**config.mk**
```make
export PLATFORM = sky130hd
export DESIGN_NAME = row_ptr_sel
export DESIGN_NICKNAME = d
export VERILOG_FILES = /design/src/rtl/rowptr_pkg.sv /design/src/rtl/row_preset_reg.sv /design/src/rtl/row_onehot_dec.sv /design/src/rtl/row_shift_core.sv /design/src/rtl/row_ptr_sel.sv
export SDC_FILE = /design/constraint.sdc
export NUM_CORES = 1
export LEC_CHECK = 0
export CAP_MARGIN = 20
export CORE_MARGIN = 2
export CORE_UTILIZATION = 49
export DETAILED_ROUTE_END_ITERATION = 10
export PLACE_DENSITY = 0.93
export SETUP_SLACK_MARGIN = 0.5
export SYNTH_ARGS = -nofsm -noshare
export SYNTH_HDL_FRONTEND = slang
export SYNTH_SLANG_ARGS = --single-unit
```
**constraint.sdc**
```tcl
create_clock -name clk -period 3.39 [get_ports clk]
set_input_delay 0.678 -clock clk [delete_from_list [all_inputs] [get_ports clk]]
set_output_delay 0.678 -clock clk [all_outputs]
set_load 0.05 [all_outputs]
```
**src/rtl/rowptr_pkg.sv**
```systemverilog
package rowptr_pkg;

  typedef enum logic [1:0] {
    PTR_HOLD = 2'd0,
    PTR_LOAD = 2'd1,
    PTR_STEP = 2'd2
  } ptr_cmd_e;

  // sync outranks advance
  function automatic ptr_cmd_e resolve_cmd(input logic sync_i, input logic adv_i);
    if (sync_i)     return PTR_LOAD;
    else if (adv_i) return PTR_STEP;
    else            return PTR_HOLD;
  endfunction

endpackage

```
**src/rtl/row_preset_reg.sv**
```systemverilog
module row_preset_reg #(
  parameter int NUM_ROWS = 12,
  parameter int IDX_W    = 4
) (
  input  logic             clk,
  input  logic             rst_n,
  input  logic             wr_en,
  input  logic [IDX_W-1:0] wr_idx,
  output logic [IDX_W-1:0] idx_q,
  output logic             err_q
);

  logic [IDX_W-1:0] idx_d;
  logic             err_d;
  logic             wr_bad;

  assign wr_bad = (int'(wr_idx) >= NUM_ROWS);

  always_comb begin
    idx_d = idx_q;
    err_d = err_q;
    if (wr_en) begin
      idx_d = wr_idx;
      err_d = wr_bad;
    end
  end

  always_ff @(posedge clk or negedge rst_n) begin
    if (!rst_n) begin
      idx_q <= '0;
      err_q <= 1'b0;
    end else begin
      idx_q <= idx_d;
      err_q <= err_d;
    end
  end

endmodule

```
**src/rtl/row_onehot_dec.sv**
```systemverilog
module row_onehot_dec #(
  parameter int NUM_ROWS = 12,
  parameter int IDX_W    = 4
) (
  input  logic [IDX_W-1:0]    idx,
  output logic [NUM_ROWS-1:0] onehot
);

  // Indices with no matching row decode to all zeros
  for (genvar g = 0; g < NUM_ROWS; g++) begin : g_dec
    localparam logic [IDX_W-1:0] ROW_CODE = IDX_W'(g);
    assign onehot[g] = (idx == ROW_CODE);
  end

endmodule

```
**src/rtl/row_shift_core.sv**
```systemverilog
module row_shift_core
  import rowptr_pkg::*;
#(
  parameter int NUM_ROWS = 12
) (
  input  logic                clk,
  input  logic                rst_n,
  input  ptr_cmd_e            cmd,
  input  logic [NUM_ROWS-1:0] load_vec,
  output logic [NUM_ROWS-1:0] row_q
);

  logic [NUM_ROWS-1:0] row_d;

  for (genvar g = 0; g < NUM_ROWS; g++) begin : g_stage
    logic from_prev;
    if (g == 0) begin : g_first
      assign from_prev = 1'b0;   // nothing shifts into row 0: no wrap
    end else begin : g_rest
      assign from_prev = row_q[g-1];
    end

    always_comb begin
      unique case (cmd)
        PTR_LOAD: row_d[g] = load_vec[g];
        PTR_STEP: row_d[g] = from_prev;
        default:  row_d[g] = row_q[g];
      endcase
    end
  end

  always_ff @(posedge clk or negedge rst_n) begin
    if (!rst_n) row_q <= '0;
    else        row_q <= row_d;
  end

endmodule

```
**src/rtl/row_ptr_sel.sv**
```systemverilog
module row_ptr_sel
  import rowptr_pkg::*;
#(
  parameter int NUM_ROWS = 12,
  localparam int IDX_W   = (NUM_ROWS > 1) ? $clog2(NUM_ROWS) : 1
) (
  input  logic                clk,
  input  logic                rst_n,
  input  logic                preset_we,
  input  logic [IDX_W-1:0]    preset_idx,
  input  logic                sync_pulse,
  input  logic                adv_pulse,
  output logic [NUM_ROWS-1:0] row_sel,
  output logic                preset_err
);

  logic [IDX_W-1:0]    stored_idx;
  logic [NUM_ROWS-1:0] start_vec;
  ptr_cmd_e            cmd;

  assign cmd = resolve_cmd(sync_pulse, adv_pulse);

  row_preset_reg #(.NUM_ROWS(NUM_ROWS), .IDX_W(IDX_W)) u_preset (
    .clk    (clk),
    .rst_n  (rst_n),
    .wr_en  (preset_we),
    .wr_idx (preset_idx),
    .idx_q  (stored_idx),
    .err_q  (preset_err)
  );

  row_onehot_dec #(.NUM_ROWS(NUM_ROWS), .IDX_W(IDX_W)) u_dec (
    .idx    (stored_idx),
    .onehot (start_vec)
  );

  row_shift_core #(.NUM_ROWS(NUM_ROWS)) u_core (
    .clk      (clk),
    .rst_n    (rst_n),
    .cmd      (cmd),
    .load_vec (start_vec),
    .row_q    (row_sel)
  );

endmodule

```
After elaboration in Yosys (flattened, before gate mapping)
Index checks and enable logic that the tools add are counted.
- word-level logic and storage cells: 33
- bits in registers: 17
- input port bits: 9
- output and inout bits: 13
- order comparisons: 1
- eq/ne operators: 13
- multiplexer cells: 14
- reductions and logical operators: 2
- operators with widths (operator ; number):
    $pmux 1 s2 ; 12
    $eq 4x3->1 const B ; 4
    $eq 4x4->1 const B ; 4
    $eq 4x2->1 const B ; 2
    $eq 4x1->1 const B ; 1
    $ge 4x4->1 const B ; 1
    $logic_not 4->1 ; 1
    $mux 2 ; 2
    $eq 2x1->1 const B ; 1
    $eq 2x2->1 const B ; 1
    $reduce_bool 2->1 ; 1

Depth between registers and ports, before layout
Gate-level depths: netlist of run 1.
- depth after elaboration: 4
- mapped depth: 3
- gate-level depth less buffers: 2

Hierarchy
Synthesis of run 1 repeated with hierarchy kept, for this count alone.
- cell total of the unflattened synthesis: 82
- area, all modules: 952.2 um^2
- modules (own cells, without submodules) (module ; area an instance (um^2) ; instances ; cells each):
    row_shift_core ; 561.8 ; 1 ; 53
    row_onehot_dec ; 192.7 ; 1 ; 16
    row_preset_reg ; 183.9 ; 1 ; 12
    row_ptr_sel ; 13.8 ; 1 ; 1

Least setup slack after synthesis of run 1
No wires, ideal clock.
- path kind: reg2out
- start point: reg u_core.row_q[10]
- end point: out row_sel[10]
- required time: 2712 ps
- buffers on the path: 0
- cell stages (with the launch flop): 1
- slack: 2098 ps
- arrival time: 614 ps
- cells stage by stage: dfrtp_1
- RTL lines (element ; RTL line ; source):
    start: declaration ; row_shift_core.sv:10 ; output logic [NUM_ROWS-1:0] row_q
    start signal: assignment ; row_shift_core.sv:34 ; else row_q <= row_d;
    end: declaration ; row_ptr_sel.sv:13 ; output logic [NUM_ROWS-1:0] row_sel,
No word-level cell between the ends.

Worst setup path in the final report of run 1
- start point: reg u_core.row_q[1]
- end point: out row_sel[1]
No word-level cell between the ends.

==> run metrics, run 1 <==
# diodes 0; CP delay by family, top buffers and inverters; initial antenna violation count 0; worst clock skew 0.00202 ns; final period utilization 64.6%; Setup-failing EPs final 0; MaxCap Viol Count 0; syn nets 69; Root Driver clkbuf_4; Pins Over Slew Limit 0; Crit-path slowest cell clkdlybuf4s50_1; Detailed Routing Iterations Pass 1 4; nets slightly above 90; Tot Pwr 0.000447 W; core footprint 0.00151 mm²; worst slew pin tran approximately 0.75 ns; top post-synthesis cells by area dfrtp_1 55%, mux2i_1 18%, o22ai_1 6.4%, mux2_1 5.8%, or4b_1 2.6%; Leakage ~0.45 nW; sequential-to-total area share from yosys stat a little over half; vias in the first global route 607; worst path arrival time between 1.5 and 2 ns; type of origin of the critical path flip-flop; vias 600; # H-tree levels 1; largest net degree at the start of global routing 18; CP Cell Sequence clkdlybuf4s50_1; syn_area_per_cell roughly 13 µm²; CP required 2.71 ns; crit path kind flip-flop to output port; Worst-path clk slew 0.09 ns; crit path time final roughly 2.2 ns; post-CTS setup buffers 0; antenna viol nets, final 0; #FFs+latches synth 17; drt total wl around 1500 µm; Die H roughly 44 µm; Initial DRC Count 10; DPL Wire Length between 1000 and 1500 µm; Synth area leader dfrtp_1; GPL Wtd Cong about 0.73; Yosys cell types 17; Clk Latency, worst-skew pair between 0.2 and 0.3 ns; Hold WS 0.533 ns; Bufs on Longest Clock Path 2; RSZ-0062 raised after global routing no; CTS tree yes; CP peak stage delay between 0.8 and 0.9 ns; Cells after Synth 60; Post-Syn Area around 780 µm²; PostCTS Resize Cnt 0; # hold bufs at CTS 0; PwrDens 437 mW/mm²; WL/cell about 16 µm; total track usage roughly 20%; die width around 44 µm; # clock sinks 17; fin util between 60 and 70%; area grow syn2layout 31.3%; outcome finished clean; Crit. End Element output port; CP Buf/Inv Count 1; total negative slack 0 ns; port bufs 21; layout cells sized above 1 around 4.8%; grt ovf 0; YS warnings 0; relative slew slack approximately half; die area around 0.0019 mm²; worst hold path class flip-flop to flip-flop; total CTS buffers 3; first-pass GRT wire length around 2700 µm; Synth top area share about 55%; Max Freq between 400 and 500 MHz; VDD IR max between 0.3 and 0.4 mV; FF-to-FF setup slack around 2.2 ns; final hold vios 0; CP max FO 3; number of top-level pins 22; vias per cell just over 6; Starting Density around half; # rows 14; number of remaining DRC errors 0
==> power breakdown <==
part	switching, W	internal, W
Combinational	0.0000642	0.0000439
Sequential	0.0000156	0.000217
Clock	0.0000604	0.0000458
Total	0.000140	0.000307
==> worst min-delay path: stages (launching register included) <==
cell     delay, ns
dfrtp_1       0.39
inv_1         0.05
o21ai_0       0.06
==> through the flow <==
step	cells	instance area, µm²	worst slack (ns)
2_1_floorplan	60	779	2.10
3_3_place_gp	95	997	1.24
3_5_place_dp	95	997	1.20
4_1_cts	99	1020	1.19
5_1_grt	99	1020	1.16
6_report	99	1020	1.20
==> kinds of logic after synthesis <==
group | count (synthesis) | share of synthesized area [%]
AND/OR/NAND/NOR | 11 | 10.9
buffers and inverters | 4 | 2.57
flip-flops | 17 | 54.6
multiplexers | 18 | 23.8
AO/OA/AOI/OAI | 10 | 8.19
==> path summary, 6_finish.rpt <==
path / endpoint / from / cells past startpoint
worst max register to register: u_core.row_q[4] / u_preset.idx_q[1] / 2
worst max-delay path: row_sel[1] / u_core.row_q[1] / 1
max in group asynchronous: u_preset.idx_q[2] / rst_n / 1
worst min-delay path: u_preset.err_q / u_preset.err_q / 2
worst min register to register: u_preset.err_q / u_preset.err_q / 2
min in group asynchronous: u_core.row_q[3] / rst_n / 1
==> cell usage after synthesis <==
| library cell | n |
|---|---|
| mux2_1 | 4 |
| buf_4 | 1 |
| o41ai_1 | 1 |
| nand2b_1 | 1 |
| nand3b_1 | 2 |
| o21ai_0 | 1 |
| or2b_1 | 1 |
| inv_1 | 2 |
| buf_2 | 1 |
| nand3_1 | 2 |
| nand4bb_1 | 1 |
| or3b_2 | 1 |
| or2_1 | 1 |
| dfrtp_1 | 17 |
| or4b_1 | 2 |
| o22ai_1 | 8 |
| mux2i_1 | 14 |
==> registers in the layout, summed over array words and instances (netlist names) <==
register	flops
u_core.row_q	12
u_preset.err_q	1
u_preset.idx_q	4
==> final cells by class <==
cell class	instances	area (µm²)
repair buffers	21	210
flip-flops and latches	17	425
inverters	2	7.51
multi-input cells	39	334
well taps	16	20.0
clock buffers	4	26.3
fillers	128	483
==> metal layers <==
metal / GRT usage (%) / vias up / share of wire, %
met5: 0 / - / 0
met1: 20.2 / 295 / 39
met2: 37.1 / 24 / 53
met4: 10.9 / 0 / 2.4
li1: - / 277 / -
met3: 2.92 / 4 / 5.4
==> layout by cell type (no fill, tap or decap) <==
master / instances
or3b_2: 1
inv_1: 2
mux2i_1: 14
clkbuf_1: 1
nand4bb_1: 1
o22ai_1: 8
nand3_1: 2
or2b_1: 1
or2_1: 1
mux2_1: 4
o41ai_1: 1
nand2b_1: 1
clkbuf_4: 3
clkdlybuf4s50_1: 21
o21ai_0: 1
nand3b_1: 2
or4b_1: 2
dfrtp_1: 17
Power figures use the tool's default switching activity.
==> inputs of run 2 (changes only) <==
--- a/config.mk
+++ b/config.mk
@@ -7,9 +7,9 @@
 export LEC_CHECK = 0
 export CAP_MARGIN = 20
 export CORE_MARGIN = 2
-export CORE_UTILIZATION = 49
+export CORE_UTILIZATION = 45
 export DETAILED_ROUTE_END_ITERATION = 10
-export PLACE_DENSITY = 0.93
+export PLACE_DENSITY = 0.87
 export SETUP_SLACK_MARGIN = 0.5
 export SYNTH_ARGS = -nofsm -noshare
 export SYNTH_HDL_FRONTEND = slang
==> constraint.sdc (replaced) <==
create_clock -name clk -period 2.2 [get_ports clk]
set_input_delay 0.44 -clock clk [delete_from_list [all_inputs] [get_ports clk]]
set_output_delay 0.44 -clock clk [all_outputs]
set_load 0.05 [all_outputs]
==> run 2 against run 1 <==
Effect of this change: non-clock buffer count up 2; total power increased by 51%; hold slack worse by 0.068 ns; critical endpoint unchanged.
==> run metrics, run 2 (synthesis results as in run 1) <==
core footprint 0.00167 mm²; worst hold path class input pin to asynchronous set/reset pin; commonest non-fill, non-tap cells in the layout 17 x dfrtp_1, 14 x mux2i_1, 12 x dlygate4sd2_1; worst clock skew approximately 0.0015 ns; Bufs on Longest Clock Path 2; crit path kind flip-flop to output port; Clk Latency, worst-skew pair 0.28 ns; die width 45.6 µm; worst slew pin tran a little over 0.5 ns; final period utilization between 70% and 80%; max reg flops 12; area grow syn2layout 31.6%; drt total wl roughly 1500 µm; MaxCap Viol Count 0; total track usage 16.5%; type of origin of the critical path flip-flop; Leakage slightly above 0.5 nW; Crit-path slowest cell dlygate4sd2_1; Worst-path clk slew ~0.1 ns; Starting Density between 40% and 50%; largest net degree at the start of global routing 18; CP peak stage delay about 0.55 ns; WL/cell 14.6 µm; post-CTS setup buffers 0; CP required 1.76 ns; final instance area 0.00103 mm²; Initial DRC Count 14; vias per cell about 6; vias in the first global route around 560; port bufs 21; number of top-level pins 22; grt ovf 0; FF-to-FF setup slack between 0.9 and 1 ns; crit path time final 1.66 ns; vias about 610; # hold bufs at CTS 0; DP Area 0.00101 mm²; biggest regs u_core.row_q (12), u_preset.idx_q (4), u_preset.err_q (1); CP Buf/Inv Count 1; worst path arrival time 1.22 ns; DPL Wire Length about 1100 µm; PwrDens between 600 and 700 mW/mm²; R2R depth 2; final hold vios 0; die area about 0.0021 mm²; Detailed Routing Iterations Pass 1 4; total CTS buffers 3; relative slew slack around two thirds; # clock sinks 17; outcome finished clean; initial antenna violation count 0; # rows 15; Setup-failing EPs final 0; commonest non-fill, non-tap cell in the layout dfrtp_1; VDD IR max 0.346 mV; Pins Over Slew Limit 0; Reg-to-Reg Start u_preset.idx_q[1]; nets between 90 and 100; Die H 45.6 µm; GPL Wtd Cong 0.797; Biggest register u_core.row_q; Root Driver clkbuf_4; number of remaining DRC errors 0; total negative slack 0 ns; CP delay by family, top buffers and inverters; Max Freq ~600 MHz; antenna viol nets, final 0; first-pass GRT wire length 2460 µm; RSZ-0062 raised after global routing no; worst r2r dst u_core.row_q[8]; # diodes 0; CTS tree yes; # H-tree levels 1; Crit. End Element output port; CP max FO 3; CP Cell Sequence dlygate4sd2_1; layout cells sized above 1 under 10%
-- run 2: worst max-delay path by stage --
stage,endpoint,start,slack [ns],depth (start not counted)
after CTS,row_sel[1],u_core.row_q[1],0.53,1
after global placement,u_core.row_q[0],sync_pulse,0.48,3
final,row_sel[1],u_core.row_q[1],0.54,1
after global routing,row_sel[1],u_core.row_q[1],0.50,1
after detailed placement,u_core.row_q[0],sync_pulse,0.40,3
after floorplan,u_core.row_q[0],u_core.row_q[0],0.94,2
-- run 2: what timing repair did --
| action | in CTS | in global routing |
|---|---|---|
| resized for setup | 13 | 1 |
| setup endpoints to repair | 13 | 1 |
| hold endpoints to repair | 0 | 0 |
-- run 2: final cells by class --
class,count,area (µm²)
well taps,17,21.3
repair buffers,23,210
clock inverters,1,5.00
inverters,2,7.51
flip-flops and latches,17,425
fillers,152,644
multi-input cells,39,334
clock buffers,3,22.5
-- run 2: per-layer routing --
layer / share of wire [%] / wire (µm) / up-vias / global-route usage, %
li1: - / - / 281 / -
met1: 43 / 635 / 297 / 20.5
met2: 51 / 753 / 25 / 29.0
met3: 6.3 / 93 / 2 / 3.57
met4: 0.27 / 4 / 0 / 3.53
met5: 0 / 0 / - / 0
-- run 2: where the power goes --
group | switching (W) | internal, W | total, W
sequential | 0.0000229 | 0.000335 | 0.000358
combinational | 0.0000991 | 0.0000588 | 0.000158
clock | 0.0000935 | 0.0000673 | 0.000161
total | 0.000215 | 0.000461 | 0.000676
-- run 2: stage by stage --
step	std cells	setup slack [ns]	util, %	hold WS, ns	total power (W)
after floorplan	60	0.941	-	0.144	0.000464
after detailed placement	98	0.402	60.7	0.515	0.000533
final	102	0.541	61.4	0.465	0.000676
after CTS	102	0.528	61.3	0.468	0.000682
after global placement	98	0.482	60.7	0.519	0.000530
after global routing	102	0.501	61.4	0.489	0.000714
==> inputs of run 3 (changes only) <==
==> constraint.sdc (replaced) <==
create_clock -name clk -period 1.6 [get_ports clk]
set_input_delay 0.32 -clock clk [delete_from_list [all_inputs] [get_ports clk]]
set_output_delay 0.32 -clock clk [all_outputs]
set_load 0.05 [all_outputs]
==> run 3 against run 2 <==
Effect of this change: global-route usage grew 4.5 points; largest power group unchanged; critical endpoint is now row_sel[8]; first-iteration DRC count is the same; non-clock buffer count up 19; die area stayed put; critical path depth stayed put; total power grew 53%.
==> run metrics, run 3 (synthesis results as in run 1) <==
outcome finished clean; # diodes 0; die width roughly 46 µm; crit path kind flip-flop to output port; Pins Over Slew Limit 0; Setup-failing EPs final 0; largest net degree at the start of global routing 18; vias about 660; RSZ-0062 raised after global routing yes; Fillers 109; final hold vios 0; vias per cell between 5 and 6; share of power burned in the clock network between 20% and 30%; antenna viol nets, final 0; Die H 45.6 µm; Detailed Routing Iterations Pass 1 4; core footprint roughly 0.0017 mm²; first-pass GRT wire length 3080 µm; die area ~0.0021 mm²; PwrDens between 800 and 900 mW/mm²; Worst-path clk slew around 0.090 ns; area grow syn2layout 63.6%; Crit. End Element output port; final period utilization roughly 74%; Initial DRC Count 14; fin util about three quarters; P_sw approximately 0.00032 W; Root Driver clkbuf_4; Bufs on Longest Clock Path 2; worst hold path class input pin to asynchronous set/reset pin; total negative slack 0 ns; grt ovf 0; Gate power share 30.9%; CP Cell Sequence buf_12; commonest non-fill, non-tap cell in the layout buf_4; port bufs 21; CTS tree yes; type of origin of the critical path flip-flop; initial antenna violation count 0; relative slew slack 82.7%; number of top-level pins 22; CP Buf/Inv Count 1; Max Freq around 840 MHz; Biggest register u_core.row_q; VDD IR max 0.492 mV; MaxCap Viol Count 0; worst slew pin tran 0.259 ns; # rows 15; # clock sinks 17; layout cells sized above 1 approximately two fifths; max reg flops 12; sequential power share a little under half; drt total wl approximately 1800 µm; setup ws final between 0.4 and 0.5 ns; Clk Latency, worst-skew pair around 0.28 ns; crit path time final 1.19 ns; worst path arrival time 0.87 ns; # hold bufs at CTS 0; WL/cell ~15 µm; # H-tree levels 1; number of remaining DRC errors 0; CP peak stage delay about 0.42 ns; biggest regs u_core.row_q (12), u_preset.idx_q (4), u_preset.err_q (1); worst clock skew ~0.00038 ns; DPL Wire Length roughly 1200 µm; Crit-path slowest cell dfrtp_1; CP required around 1.3 ns; Hold WS between 0.3 and 0.4 ns; vias in the first global route 703; total track usage 21.0%; nets approximately 110; CP delay by family, top flip-flops; Starting Density a little under half; total CTS buffers 3; internal power about 0.0007 W; commonest non-fill, non-tap cells in the layout 19 x buf_4, 14 x mux2i_1, 14 x dfrtp_1; CP max FO 2; Leakage approximately 0.63 nW; Place WS about 0.14 ns; switching share of total power a little over 30%; GPL Wtd Cong ~0.78
==> run 3: cell count changes in the layout (fill, tap and decap cells not counted), sizes merged <==
cell and delta:
dlygate4sd2 -10, clkbuf +1, dlymetal6s2s +1, clkinv -1
clkdlybuf4s50 -3, buf +32, clkdlybuf4s15 -1
==> run 3: stage by stage <==
| stage | cells | power, W | instance area (µm²) |
|---|---|---|---|
| after floorplan | 60 | 0.000639 | 783 |
| after detailed placement | 100 | 0.000761 | 1070 |
| after global placement | 100 | 0.000753 | 1070 |
| after CTS | 119 | 0.00104 | 1250 |
| after global routing | 121 | 0.00109 | 1270 |
| final | 121 | 0.00104 | 1270 |
==> run 3: power by group through the flow <==
stage               Clock, W  Sequential [W]  Combinational (W)
finish              0.000221        0.000494           0.000320
global route        0.000247        0.000500           0.000339
CTS                 0.000233        0.000492           0.000311
detailed placement         0        0.000507           0.000253
global placement           0        0.000504           0.000248
floorplan                  0        0.000569          0.0000695
==> run 3: path summary, 6_finish.rpt <==
kind / start / endpoint / slack [ns] / cells past startpoint
max: u_core.row_q[8] / row_sel[8] / 0.41 / 1
min: rst_n / u_core.row_q[10] / 0.38 / 2
max reg2reg: u_preset.idx_q[1] / u_core.row_q[8] / 0.45 / 2
min reg2reg: u_preset.err_q / u_preset.err_q / 0.56 / 2
max in group asynchronous: rst_n / u_core.row_q[0] / 1.02 / 2
min in group clk: preset_we / u_preset.err_q / 0.43 / 2
==> run 3: area by class of cell <==
cell class	instances	area (µm²)	area share [%]
repair buffers	42	444	34.8
flip-flops and latches	17	429	33.7
multi-input cells	39	347	27.2
clock buffers	4	26.3	2.06
well taps	17	21.3	1.67
inverters	2	7.51	0.589
==> run 3: per-layer routing <==
layer | GRT usage, % | part of all wire (%) | vias up
li1 | - | - | 314
met1 | 25.4 | 40 | 332
met2 | 37.7 | 57 | 16
met3 | 2.38 | 3.5 | 0
met4 | 7.65 | 0 | 0
met5 | 0 | 0 | -
==> run 3: repair_timing <==
item | CTS | global route
pin swaps | 1 | 3
buffers inserted | 15 | 2
endpoints found under the setup margin | 25 | 22
gates resized for setup | 13 | 3
